## config.mk

```make
export PLATFORM = sky130hd
export DESIGN_NAME = sync_serial_port
export DESIGN_NICKNAME = d
export VERILOG_FILES = /design/src/rtl/ssp_pkg.sv /design/src/rtl/ssp_ctrl.sv /design/src/rtl/ssp_dp.sv /design/src/rtl/sync_serial_port.sv
export SDC_FILE = /design/constraint.sdc
export NUM_CORES = 1
export LEC_CHECK = 0
export BUFFER_PORTS_ARGS = -buffer_cell sky130_fd_sc_hd__buf_2
export CAP_MARGIN = 20
export CORE_MARGIN = 3
export CORE_UTILIZATION = 50
export CTS_BUF_LIST = sky130_fd_sc_hd__clkbuf_4
export DETAILED_ROUTE_END_ITERATION = 10
export PLACE_DENSITY = 0.68
export REMOVE_ABC_BUFFERS = 1
export SYNTH_ARGS = -nofsm -noshare
export SYNTH_HDL_FRONTEND = slang
export SYNTH_HIERARCHICAL = 1
export SYNTH_SLANG_ARGS = --single-unit
```

## constraint.sdc

```tcl
create_clock -name clk -period 5.8 [get_ports clk]
set_input_delay 1.16 -clock clk [delete_from_list [all_inputs] [get_ports clk]]
set_output_delay 1.16 -clock clk [all_outputs]
set_load 0.03 [all_outputs]
```

## src/rtl/ssp_pkg.sv

```systemverilog
package ssp_pkg;
  localparam int SSP_DATA_W = 8;
  localparam int SSP_IDX_W  = $clog2(SSP_DATA_W);

  // strobes from the sequencer into the shift datapath
  typedef struct packed {
    logic                 load;     // take a fresh transmit byte
    logic                 shift;    // advance transmit register (falling edge)
    logic                 sample;   // capture sdi (rising edge)
    logic                 publish;  // byte or final fragment complete
    logic [SSP_IDX_W-1:0] lastIdx;  // index of the bit being sampled
  } sspStrobe_t;
endpackage

```

## src/rtl/ssp_ctrl.sv

```systemverilog
module ssp_ctrl
  import ssp_pkg::*;
#(
  parameter int DIV_W = 8,
  parameter int LEN_W = 8
) (
  input  logic             clk,
  input  logic             rstN,
  input  logic             ctlWrite,
  input  logic [DIV_W-1:0] ctlDivisor,
  input  logic [LEN_W-1:0] ctlLength,
  input  logic             ctlMsbFirst,
  input  logic             txValid,
  output logic             txReady,
  output logic             sclk,
  output logic             busy,
  output logic             done,
  output logic             msbFirst,
  output sspStrobe_t       strobe
);
  localparam int REM_W = LEN_W + 1;
  localparam int CNT_W = DIV_W + 1;

  typedef enum logic [1:0] {S_IDLE, S_WAIT, S_LOW, S_HIGH} state_t;

  state_t               state;
  logic [DIV_W-1:0]     divReg;
  logic [REM_W-1:0]     remaining;
  logic [SSP_IDX_W-1:0] bitIdx;
  logic [CNT_W-1:0]     phaseCnt;
  logic                 doneReg;
  logic                 msbReg;
  logic                 lastBit, byteEnd, lowEnd, highEnd;

  assign lastBit = (remaining == REM_W'(1));
  assign byteEnd = (bitIdx == SSP_IDX_W'(SSP_DATA_W - 1));
  assign lowEnd  = (state == S_LOW)  && (phaseCnt == CNT_W'(divReg) + CNT_W'(1));
  assign highEnd = (state == S_HIGH) && (phaseCnt == CNT_W'(divReg));

  always_comb begin
    strobe         = '0;
    strobe.load    = (state == S_WAIT) && txValid;
    strobe.sample  = lowEnd;
    strobe.publish = lowEnd && (lastBit || byteEnd);
    strobe.lastIdx = bitIdx;
    strobe.shift   = highEnd && !lastBit && !byteEnd;
  end

  always_ff @(posedge clk) begin
    if (!rstN) begin
      state     <= S_IDLE;
      divReg    <= '0;
      remaining <= '0;
      bitIdx    <= '0;
      phaseCnt  <= '0;
      doneReg   <= 1'b0;
      msbReg    <= 1'b0;
    end else begin
      case (state)
        S_IDLE: if (ctlWrite) begin
          divReg    <= ctlDivisor;
          msbReg    <= ctlMsbFirst;
          remaining <= (ctlLength == '0) ? {1'b1, {LEN_W{1'b0}}} : {1'b0, ctlLength};
          doneReg   <= 1'b0;
          state     <= S_WAIT;
        end
        S_WAIT: if (txValid) begin
          bitIdx   <= '0;
          phaseCnt <= '0;
          state    <= S_LOW;
        end
        S_LOW: begin
          if (lowEnd) begin
            phaseCnt <= '0;
            state    <= S_HIGH;
          end else begin
            phaseCnt <= phaseCnt + CNT_W'(1);
          end
        end
        S_HIGH: begin
          if (highEnd) begin
            phaseCnt  <= '0;
            remaining <= remaining - REM_W'(1);
            bitIdx    <= bitIdx + SSP_IDX_W'(1);
            if (lastBit) begin
              state   <= S_IDLE;
              doneReg <= 1'b1;
            end else if (byteEnd) begin
              state <= S_WAIT;
            end else begin
              state <= S_LOW;
            end
          end else begin
            phaseCnt <= phaseCnt + CNT_W'(1);
          end
        end
        default: state <= S_IDLE;
      endcase
    end
  end

  assign txReady  = (state == S_WAIT);
  assign sclk     = (state == S_HIGH);
  assign busy     = (state != S_IDLE);
  assign done     = doneReg;
  assign msbFirst = msbReg;

  // completion coincides with the drop of busy
  a_r7_done_with_idle: assert property (@(posedge clk) disable iff (!rstN)
    $rose(done) |-> $fell(busy));
  // configuration frozen during a burst
  a_r8_cfg_frozen: assert property (@(posedge clk) disable iff (!rstN)
    (busy && $past(busy)) |-> ($stable(divReg) && $stable(msbReg)));
  // a running burst always has bits left
  a_r2_bits_left: assert property (@(posedge clk) disable iff (!rstN)
    busy |-> (remaining != '0));
  // high phase never exceeds the divisor
  a_r5_high_bound: assert property (@(posedge clk) disable iff (!rstN)
    (state == S_HIGH) |-> (phaseCnt <= CNT_W'(divReg)));
  // a waiting port keeps waiting until a byte is offered
  a_r6_stall_holds: assert property (@(posedge clk) disable iff (!rstN)
    (txReady && !txValid) |=> (txReady && !sclk));
endmodule

```

## src/rtl/ssp_dp.sv

```systemverilog
module ssp_dp
  import ssp_pkg::*;
(
  input  logic                  clk,
  input  logic                  rstN,
  input  sspStrobe_t            strobe,
  input  logic                  msbFirst,
  input  logic                  sdi,
  input  logic [SSP_DATA_W-1:0] txData,
  output logic                  sdo,
  output logic [SSP_DATA_W-1:0] rxData,
  output logic                  rxValid
);
  logic [SSP_DATA_W-1:0] txShift, rxShift, rxNext;

  assign sdo    = msbFirst ? txShift[SSP_DATA_W-1] : txShift[0];
  assign rxNext = msbFirst ? {rxShift[SSP_DATA_W-2:0], sdi}
                           : {sdi, rxShift[SSP_DATA_W-1:1]};

  always_ff @(posedge clk) begin
    if (!rstN) begin
      txShift <= '0;
      rxShift <= '0;
      rxData  <= '0;
      rxValid <= 1'b0;
    end else begin
      rxValid <= strobe.publish;
      if (strobe.load) begin
        txShift <= txData;
        rxShift <= '0;
      end else if (strobe.shift) begin
        txShift <= msbFirst ? (txShift << 1) : (txShift >> 1);
      end
      if (strobe.sample) rxShift <= rxNext;
      if (strobe.publish)
        rxData <= msbFirst ? rxNext
                           : (rxNext >> (SSP_DATA_W - 1 - int'(strobe.lastIdx)));
    end
  end

  // one strobe per byte, never back to back
  a_r9_single_pulse: assert property (@(posedge clk) disable iff (!rstN)
    rxValid |=> !rxValid);
  // a published byte always follows a sample
  a_r4_after_sample: assert property (@(posedge clk) disable iff (!rstN)
    rxValid |-> $past(strobe.sample));
endmodule

```

## src/rtl/sync_serial_port.sv

```systemverilog
module sync_serial_port
  import ssp_pkg::*;
#(
  parameter int DIV_W = 8,
  parameter int LEN_W = 8
) (
  input  logic                  clk,
  input  logic                  rstN,
  input  logic                  ctlWrite,
  input  logic [DIV_W-1:0]      ctlDivisor,
  input  logic [LEN_W-1:0]      ctlLength,
  input  logic                  ctlMsbFirst,
  input  logic [SSP_DATA_W-1:0] txData,
  input  logic                  txValid,
  output logic                  txReady,
  output logic                  sclk,
  output logic                  sdo,
  input  logic                  sdi,
  output logic [SSP_DATA_W-1:0] rxData,
  output logic                  rxValid,
  output logic                  busy,
  output logic                  done
);
  sspStrobe_t strobe;
  logic       msbFirst;

  ssp_ctrl #(.DIV_W(DIV_W), .LEN_W(LEN_W)) uCtrl (
    .clk, .rstN, .ctlWrite, .ctlDivisor, .ctlLength, .ctlMsbFirst,
    .txValid, .txReady, .sclk, .busy, .done, .msbFirst, .strobe
  );

  ssp_dp uDp (
    .clk, .rstN, .strobe, .msbFirst, .sdi, .txData, .sdo, .rxData, .rxValid
  );

  // data out is steady across a high phase
  a_r3_sdo_steady_high: assert property (@(posedge clk) disable iff (!rstN)
    (sclk && $past(sclk)) |-> $stable(sdo));
endmodule

```

==> qor.csv, run 1 <==
stage,metric,value,unit
synthesis,Synth Area in Adders,2.10,%
sta,Hold Fails Final Rpt,0,
placement,dpl hpwl,5.79,mm
power,worst vdd ir,106,uV
clocking,root buffer selected by CTS,clkbuf_4,
clocking,worst-skew pair later-pin latency,0.40,ns
worst_setup_path,Worst EP arrival,2.08,ns
routing,post-route ant nets,0,
synthesis,simple-gate share of the synthesized area,27.7,%
synthesis,Post-synth ARST share,0,%
clocking,TritonCTS clock tree,built,
run,max-cap violation count,0,
routing,Avg WL per Cell,14.1,um
sta,min cycle time layout,3.24,ns
sta,final worst-path cycle share,55.9,%
synthesis,Synthesis Warnings,6,
grt,Total GRT Usage,20.7,%
clocking,post-cts resize count,0,
worst_setup_path,crit start category,flip-flop,
synthesis,mux contribution to synthesized area,5.39,%
routing,Routed WL,8.13,mm
sta,Setup Total Neg Slack,0,ns
sta,worst-margin pin slew,0.853,ns
clocking,Max clock buf depth,2,
synthesis,"EDFF count, synth",0,
sta,final setup violation count,0,
cells_and_area,Final Cell Area,0.00391,mm2
sta,FMAX,308,MHz
sta,Worst slew margin,43.1,%
floorplanning,overall die height,90.5,um
routing,first-pass iteration count of the detailed router,4,
synthesis,Yosys cell types,66,
routing,DRC Markers,0,
grt,largest net degree at the start of global routing,37,
routing,initial DRC count,191,
synthesis,largest family of logic cells by synthesized area,simple AND/OR/NAND/NOR gates,
synthesis,Yosys reg bits,58,
placement,Post-DP Area,0.00378,mm2
cells_and_area,share of cells above drive strength 1,18.9,%
floorplanning,# rows,30,
synthesis,post-synthesis sequential area ratio,32.5,%
clocking,CTS clock-pin slew for the worst setup and hold paths,0.10,ns
synthesis,share of the synthesized area in the top cell type,32.5,%
routing,Vias,3265,
worst_setup_path,crit path kind,flip-flop to output port,
power,Leak Pwr,1.46,nW
worst_setup_path,FF-to-FF End,uDp/rxData[3]$_SDFFE_PN0P_,
sta,Worst Skew,0.00989,ns
cells_and_area,# diodes,0,
synthesis,"top cells by area, synth","dfxtp_1 32%, nand2_1 7.2%, a21oi_1 5.5%",
floorplanning,I/O pin total,44,
grt,antenna violations before repair,0,
synthesis,syn_area_per_cell,7.98,um2
grt,gr ovfl total,0,
floorplanning,core footprint,0.00687,mm2
worst_setup_path,worst setup path start,uCtrl/state[0]$_SDFFE_PN0P_,
synthesis,Synth Area in Compound Gates,23.7,%
worst_setup_path,Setup crit end kind,output port,
worst_setup_path,Reg2Reg Launch Point,uCtrl/divReg[3]$_SDFFE_PN0P_,
power,PwrDens,225,mW/mm2
power,Tot Pwr,0.878,mW
floorplanning,die area,0.00820,mm2
synthesis,Post-Syn Area,0.00357,mm2
clocking,CTS Buf Count,9,
grt,vias in the first global route,3024,
clocking,clk sinks,58,
worst_setup_path,R2R Setup Slk,2.57,ns
floorplanning,effective utilization at floorplan,52.0,%
synthesis,Synth Area in XOR/XNOR,3.15,%
cells_and_area,NumNets Final,512,
sta,Slew Limit Fails,0,
synthesis,largest area contributor in the netlist,dfxtp_1,
placement,IO Port Bufs,43,
synthesis,"Top FF cell, synth",dfxtp_1,
min_path,worst hold-check path type,flip-flop to flip-flop,
worst_setup_path,CP required,4.64,ns
worst_setup_path,crit-path max FO,21,
cells_and_area,synth-to-layout area growth,9.45,%
routing,DR vias/cell,5.66,
clocking,Hold Buf Count CTS,0,
sta,Min Hold Slack,0.480,ns
placement,GP Congestion,0.908,
status,status,"finished, final reports clean",
floorplanning,die width,90.5,um
worst_setup_path,critical path endpoint,sclk,
clocking,# H-tree levels,3,
worst_setup_path,R2R depth,9,
clocking,Post-CTS Setup Bufs,0,
sta,RSZ-0062 raised after global routing,false,
synthesis,Mapped Cells,448,
grt,first-pass GRT wire length,14.2,mm
-- registers in the layout (all words and copies together) (netlist names) --
| register | count |
|---|---|
| uCtrl/remaining | 9 |
| uDp/rxShift | 8 |
| uCtrl/done | 1 |
| uCtrl/phaseCnt | 9 |
| uDp/rxValid | 1 |
| uCtrl/msbFirst | 1 |
| uCtrl/bitIdx | 3 |
| uCtrl/state | 2 |
| uCtrl/divReg | 8 |
| uDp/rxData | 8 |
| uDp/txShift | 8 |
-- layer usage --
metal  up-vias  wire length [um]  global-route usage (%)
li1       1674                 -                       -
met1      1508              3960                    28.3
met2        69              3680                    32.1
met3        14               333                    3.58
met4         0               155                    8.80
met5         -                 0                       0
-- cell type report --
class / instances / area (um2)
flip-flops and latches: 58 / 1160
repair buffers: 45 / 230
fillers: 662 / 2960
well taps: 96 / 120
multi-input cells: 347 / 2220
inverters: 15 / 56.3
clock inverters: 5 / 45.0
clock buffers: 11 / 82.6
-- worst min path at each step --
stage                                    startpoint  depth (start not counted)                         endpoint  slack, ns
floorplan           uCtrl/remaining[7]$_SDFFE_PN0P_                          2  uCtrl/remaining[7]$_SDFFE_PN0P_       0.45
CTS                 uCtrl/remaining[7]$_SDFFE_PN0P_                          2  uCtrl/remaining[7]$_SDFFE_PN0P_       0.48
global placement         uDp/rxData[2]$_SDFFE_PN0P_                          2       uDp/rxData[2]$_SDFFE_PN0P_       0.46
finish                   uDp/rxData[2]$_SDFFE_PN0P_                          2       uDp/rxData[2]$_SDFFE_PN0P_       0.48
detailed placement       uDp/rxData[2]$_SDFFE_PN0P_                          2       uDp/rxData[2]$_SDFFE_PN0P_       0.47
global route        uCtrl/remaining[7]$_SDFFE_PN0P_                          2  uCtrl/remaining[7]$_SDFFE_PN0P_       0.51
-- worst max-delay path: stages, from the launching register on --
cell,delay (ns)
dfxtp_1,0.61
nand2_1,0.51
inv_2,0.32
buf_2,0.24
-- report_power, final --
part | leakage, nW | total (mW) | switching (mW) | internal (mW)
registers | 0.471 | 0.436 | 0.0215 | 0.415
clock network | 0.0710 | 0.281 | 0.145 | 0.136
logic | 0.921 | 0.161 | 0.101 | 0.0601
total | 1.46 | 0.878 | 0.268 | 0.611
-- placed cells by master, fill, tap and decap left out, types with 8 or more instances in the layout --
master / netlist / routed
nand2_1: 69 / 69
dfxtp_1: 58 / 58
buf_2: 10 / 43
a21oi_1: 39 / 39
nor2_1: 23 / 23
nor2b_1: 20 / 20
o21ai_0: 19 / 19
nand3_1: 17 / 17
inv_1: 13 / 13
clkbuf_4: 0 / 11
mux2i_1: 11 / 11
nor3_1: 10 / 10
a211oi_1: 9 / 9
xor2_1: 8 / 8
o21ai_1: 8 / 8
-- synth_stat cells (2+ instances only) --
| library cell | count |
|---|---|
| inv_1 | 13 |
| a41oi_2 | 4 |
| buf_2 | 10 |
| xor2_1 | 8 |
| nor2b_1 | 20 |
| nand3_1 | 17 |
| a21o_1 | 3 |
| nand2b_1 | 7 |
| nand4_1 | 7 |
| o22ai_1 | 2 |
| a2bb2oi_1 | 4 |
| and2_1 | 3 |
| mux2i_1 | 11 |
| a211oi_1 | 9 |
| dfxtp_1 | 58 |
| and3_1 | 5 |
| nor2_1 | 23 |
| clkbuf_1 | 13 |
| buf_6 | 2 |
| o2111ai_1 | 2 |
| ha_1 | 6 |
| a22oi_1 | 3 |
| o21ai_0 | 19 |
| o21ai_1 | 8 |
| o311ai_2 | 3 |
| o211ai_2 | 3 |
| nor4b_2 | 2 |
| xnor2_1 | 3 |
| nor3_1 | 10 |
| nor3b_1 | 7 |
| inv_2 | 2 |
| a31oi_1 | 7 |
| or2_2 | 2 |
| nor4_1 | 6 |
| nor2_2 | 2 |
| a21oi_1 | 39 |
| buf_4 | 2 |
| nor2b_2 | 2 |
| o211ai_1 | 2 |
| nand2_1 | 69 |
| mux2_2 | 5 |
-- metrics by stage --
step	utilization [%]	setup WS, ns	std cells
6_report	56.9	2.56	577
5_1_grt	56.9	2.28	577
4_1_cts	56.9	2.58	577
3_5_place_dp	55.1	2.60	561
3_3_place_gp	55.1	2.72	561
2_1_floorplan	-	2.95	420
-- cells by family after synthesis --
family,Yosys count
flops,58
buf+inv,43
xor+xnor,12
compound gates,121
fa+ha+maj,6
mux,17
simple gates,191
Note: power is estimated with default switching activity, not from simulation.
==> run 2: changes to the inputs <==
- ABC_AREA: unset -> 1
- PLACE_DENSITY: 0.68 -> 0.71
- clock period: 5.8 -> 2.8 ns (I/O delays scaled with it)
==> qor.csv, run 2 <==
stage,metric,value,unit,change
status,status,"finished, final reports clean",,unchanged
cells_and_area,# fillers,647,,was 662
grt,Total GRT Usage,22.0,%,was 20.7%
sta,RSZ-0062 raised after global routing,false,,unchanged
cells_and_area,# diodes,0,,unchanged
placement,IO Port Bufs,43,,unchanged
run,max-cap violation count,0,,unchanged
worst_setup_path,crit-path max FO,16,,was 21
grt,gr ovfl total,0,,unchanged
grt,vias in the first global route,3299,,"was 3,024"
routing,Vias,3710,,"was 3,265"
routing,Routed WL,8.82,mm,was 8.13 mm
power,worst vdd ir,431,uV,was 106 uV
clocking,CTS Buf Count,9,,unchanged
floorplanning,# rows,29,,was 30
power,Leak Pwr,1.88,nW,was 1.46 nW
synthesis,"top cells by area, synth","dfxtp_1 33%, nand2_1 18%, a21oi_1 7.1%",,"was dfxtp_1 32%, nand2_1 7.2%, a21oi_1 5.5%"
synthesis,"Top FF cell, synth",dfxtp_1,,unchanged
sta,worst-margin pin slew,0.575,ns,was 0.853 ns
cells_and_area,share of cells above drive strength 1,13.7,%,was 18.9%
synthesis,Synth top cells by count,"171 x nand2_1, 64 x inv_1, 58 x dfxtp_1",,"was 69 x nand2_1, 58 x dfxtp_1, 39 x a21oi_1"
synthesis,largest area contributor in the netlist,dfxtp_1,,unchanged
synthesis,post-synthesis sequential area ratio,33.1,%,was 32.5%
synthesis,Yosys reg bits,58,,unchanged
clocking,root buffer selected by CTS,clkbuf_4,,unchanged
sta,FMAX,434,MHz,
sta,Hold Fails Final Rpt,0,,unchanged
synthesis,Mapped Cells,558,,was 448
floorplanning,core footprint,0.00657,mm2,was 0.00687 mm2
sta,final worst-path cycle share,82.3,%,
cells_and_area,Regs by FF count,"uCtrl/phaseCnt x9, uCtrl/remaining x9",,unchanged
synthesis,Synthesis Warnings,6,,unchanged
sta,Min Hold Slack,0.381,ns,was 0.480 ns
floorplanning,die width,89.8,um,was 90.5 um
sta,Worst Skew,0.0185,ns,was 0.00989 ns
placement,dpl hpwl,6.48,mm,was 5.79 mm
cells_and_area,area of the multi-input gates,0.00200,mm2,was 0.00222 mm2
routing,DR vias/cell,5.31,,was 5.66
placement,GP Congestion,0.953,,was 0.908
sta,min cycle time layout,2.30,ns,
cells_and_area,synth-to-layout area growth,12.4,%,was 9.45%
clocking,# H-tree levels,3,,unchanged
sta,Slew Limit Fails,0,,unchanged
routing,post-route ant nets,0,,unchanged
grt,largest net degree at the start of global routing,33,,was 37
clocking,Hold Buf Count CTS,0,,unchanged
cells_and_area,"most common cell after layout, fill and taps aside",nand2_1,,unchanged
sta,final setup violation count,0,,unchanged
synthesis,syn_area_per_cell,6.29,um2,was 7.98 um2
floorplanning,I/O pin total,44,,unchanged
floorplanning,overall die height,89.8,um,was 90.5 um
clocking,TritonCTS clock tree,built,,unchanged
clocking,CTS clock-pin slew for the worst setup and hold paths,0.11,ns,was 0.10 ns
cells_and_area,"commonest non-fill, non-tap cells in the layout","171 x nand2_1, 64 x inv_1, 58 x dfxtp_1",,"was 69 x nand2_1, 58 x dfxtp_1, 43 x buf_2"
worst_setup_path,worst setup path start,uCtrl/state[1]$_SDFFE_PN0P_,,was uCtrl/state[0]$_SDFFE_PN0P_
grt,antenna violations before repair,0,,unchanged
synthesis,"EDFF count, synth",0,,unchanged
worst_setup_path,CP required,2.24,ns,was 4.64 ns
routing,initial DRC count,215,,was 191
clocking,Max clock buf depth,2,,unchanged
worst_setup_path,Setup crit end kind,output port,,unchanged
synthesis,Post-Syn Area,0.00351,mm2,was 0.00357 mm2
cells_and_area,NumNets Final,637,,was 512
grt,first-pass GRT wire length,15.0,mm,was 14.2 mm
cells_and_area,FF/Latch Area,0.00116,mm2,unchanged
worst_setup_path,Reg2Reg Launch Point,uCtrl/divReg[1]$_SDFFE_PN0P_,,was uCtrl/divReg[3]$_SDFFE_PN0P_
synthesis,Post-synth ARST share,0,%,unchanged
floorplanning,die area,0.00806,mm2,was 0.00820 mm2
min_path,worst hold-check path type,input port to flip-flop,,was flip-flop to flip-flop
sta,Setup Total Neg Slack,0,ns,unchanged
clocking,clk sinks,58,,unchanged
clocking,post-cts resize count,0,,unchanged
routing,first-pass iteration count of the detailed router,5,,was 4
synthesis,share of the synthesized area in the top cell type,33.1,%,was 32.5%
floorplanning,effective utilization at floorplan,53.4,%,was 52.0%
worst_setup_path,crit path kind,flip-flop to output port,,unchanged
synthesis,Yosys cell types,31,,was 66
routing,Avg WL per Cell,12.6,um,was 14.1 um
clocking,worst-skew pair later-pin latency,0.41,ns,was 0.40 ns
worst_setup_path,crit start category,flip-flop,,unchanged
power,Tot Pwr,3.11,mW,was 0.878 mW
clocking,Post-CTS Setup Bufs,0,,unchanged
min_path,Hold Crit Start,ctlDivisor[7],,was uDp/rxData[2]$_SDFFE_PN0P_
power,PwrDens,789,mW/mm2,was 225 mW/mm2
sta,Worst slew margin,61.6,%,was 43.1%
worst_setup_path,Worst EP arrival,1.74,ns,was 2.08 ns
routing,DRC Markers,0,,unchanged
synthesis,top-count cell post-synth,nand2_1,,unchanged
==> run 2: cell types whose count changed in the layout (fill, tap and decap cells not counted), moves of 7 or more <==
cell      change
nand2_1     +102
a21oi_1      +11
o21ai_1       -8
nand2b_1      -7
inv_1        +51
o21ai_0      +25
nor2b_1      -20
mux2i_1      -11
a211oi_1      -9
nand3_1      +28
nor2_1       +25
==> run 2: critical path, stage by stage (launching register included) <==
cell,delay [ns]
dfxtp_1,0.42
nand2_1,0.33
inv_1,0.19
buf_4,0.19
buf_2,0.21
==> run 2: worst paths after layout <==
kind                                                        end  slack (ns)  depth (start not counted)
worst max register to register       uDp/rxData[7]$_SDFFE_PN0P_        0.50                         10
worst max-delay path                                       sclk        0.50                          4
worst min-delay path               uCtrl/divReg[7]$_SDFFE_PN0P_        0.38                          3
worst min register to register  uCtrl/remaining[5]$_SDFFE_PN0P_        0.47                          2
==> run 2: final cells by class <==
type                    count  area share (%)
clock inverters             7            2.38
repair buffers             49            6.60
clock buffers               9            1.71
multi-input cells         418            50.7
well taps                  93            2.95
inverters                  65            6.19
flip-flops and latches     58            29.5
==> run 2: cells by family (layout without fill, tap and decap cells) <==
logic type,Yosys count,after routing,share of synthesized area [%]
compound gates,113,113,17.2
xor+xnor,9,9,2.25
fa+ha+maj,6,6,2.14
buf+inv,82,130,9.88
flops,58,58,33.1
simple gates,290,290,35.4
==> run 2: power by group <==
part           internal [mW]  leakage [nW]  switching [mW]  total [mW]
logic                  0.409          1.32           0.886        1.30
registers              0.961         0.472           0.155        1.12
clock network          0.360        0.0835           0.340       0.700
total                   1.73          1.88            1.38        3.11
==> run 2: per-layer routing <==
layer | global-route usage (%) | vias to the layer above | wire length (um)
met5 | 0 | - | 0
met4 | 7.79 | 0 | 109
met3 | 3.59 | 10 | 514
met2 | 35.0 | 126 | 3880
met1 | 30.2 | 1678 | 4310
li1 | - | 1896 | -
==> run 2: metrics by stage <==
step	area, um2	setup slack [ns]	util (%)	std cells
CTS	3940	0.491	60.0	699
floorplan	3400	0.303	-	541
global placement	3780	0.664	57.6	683
finish	3940	0.496	60.0	699
detailed placement	3780	0.556	57.6	683
global route	3940	0.0979	60.0	699
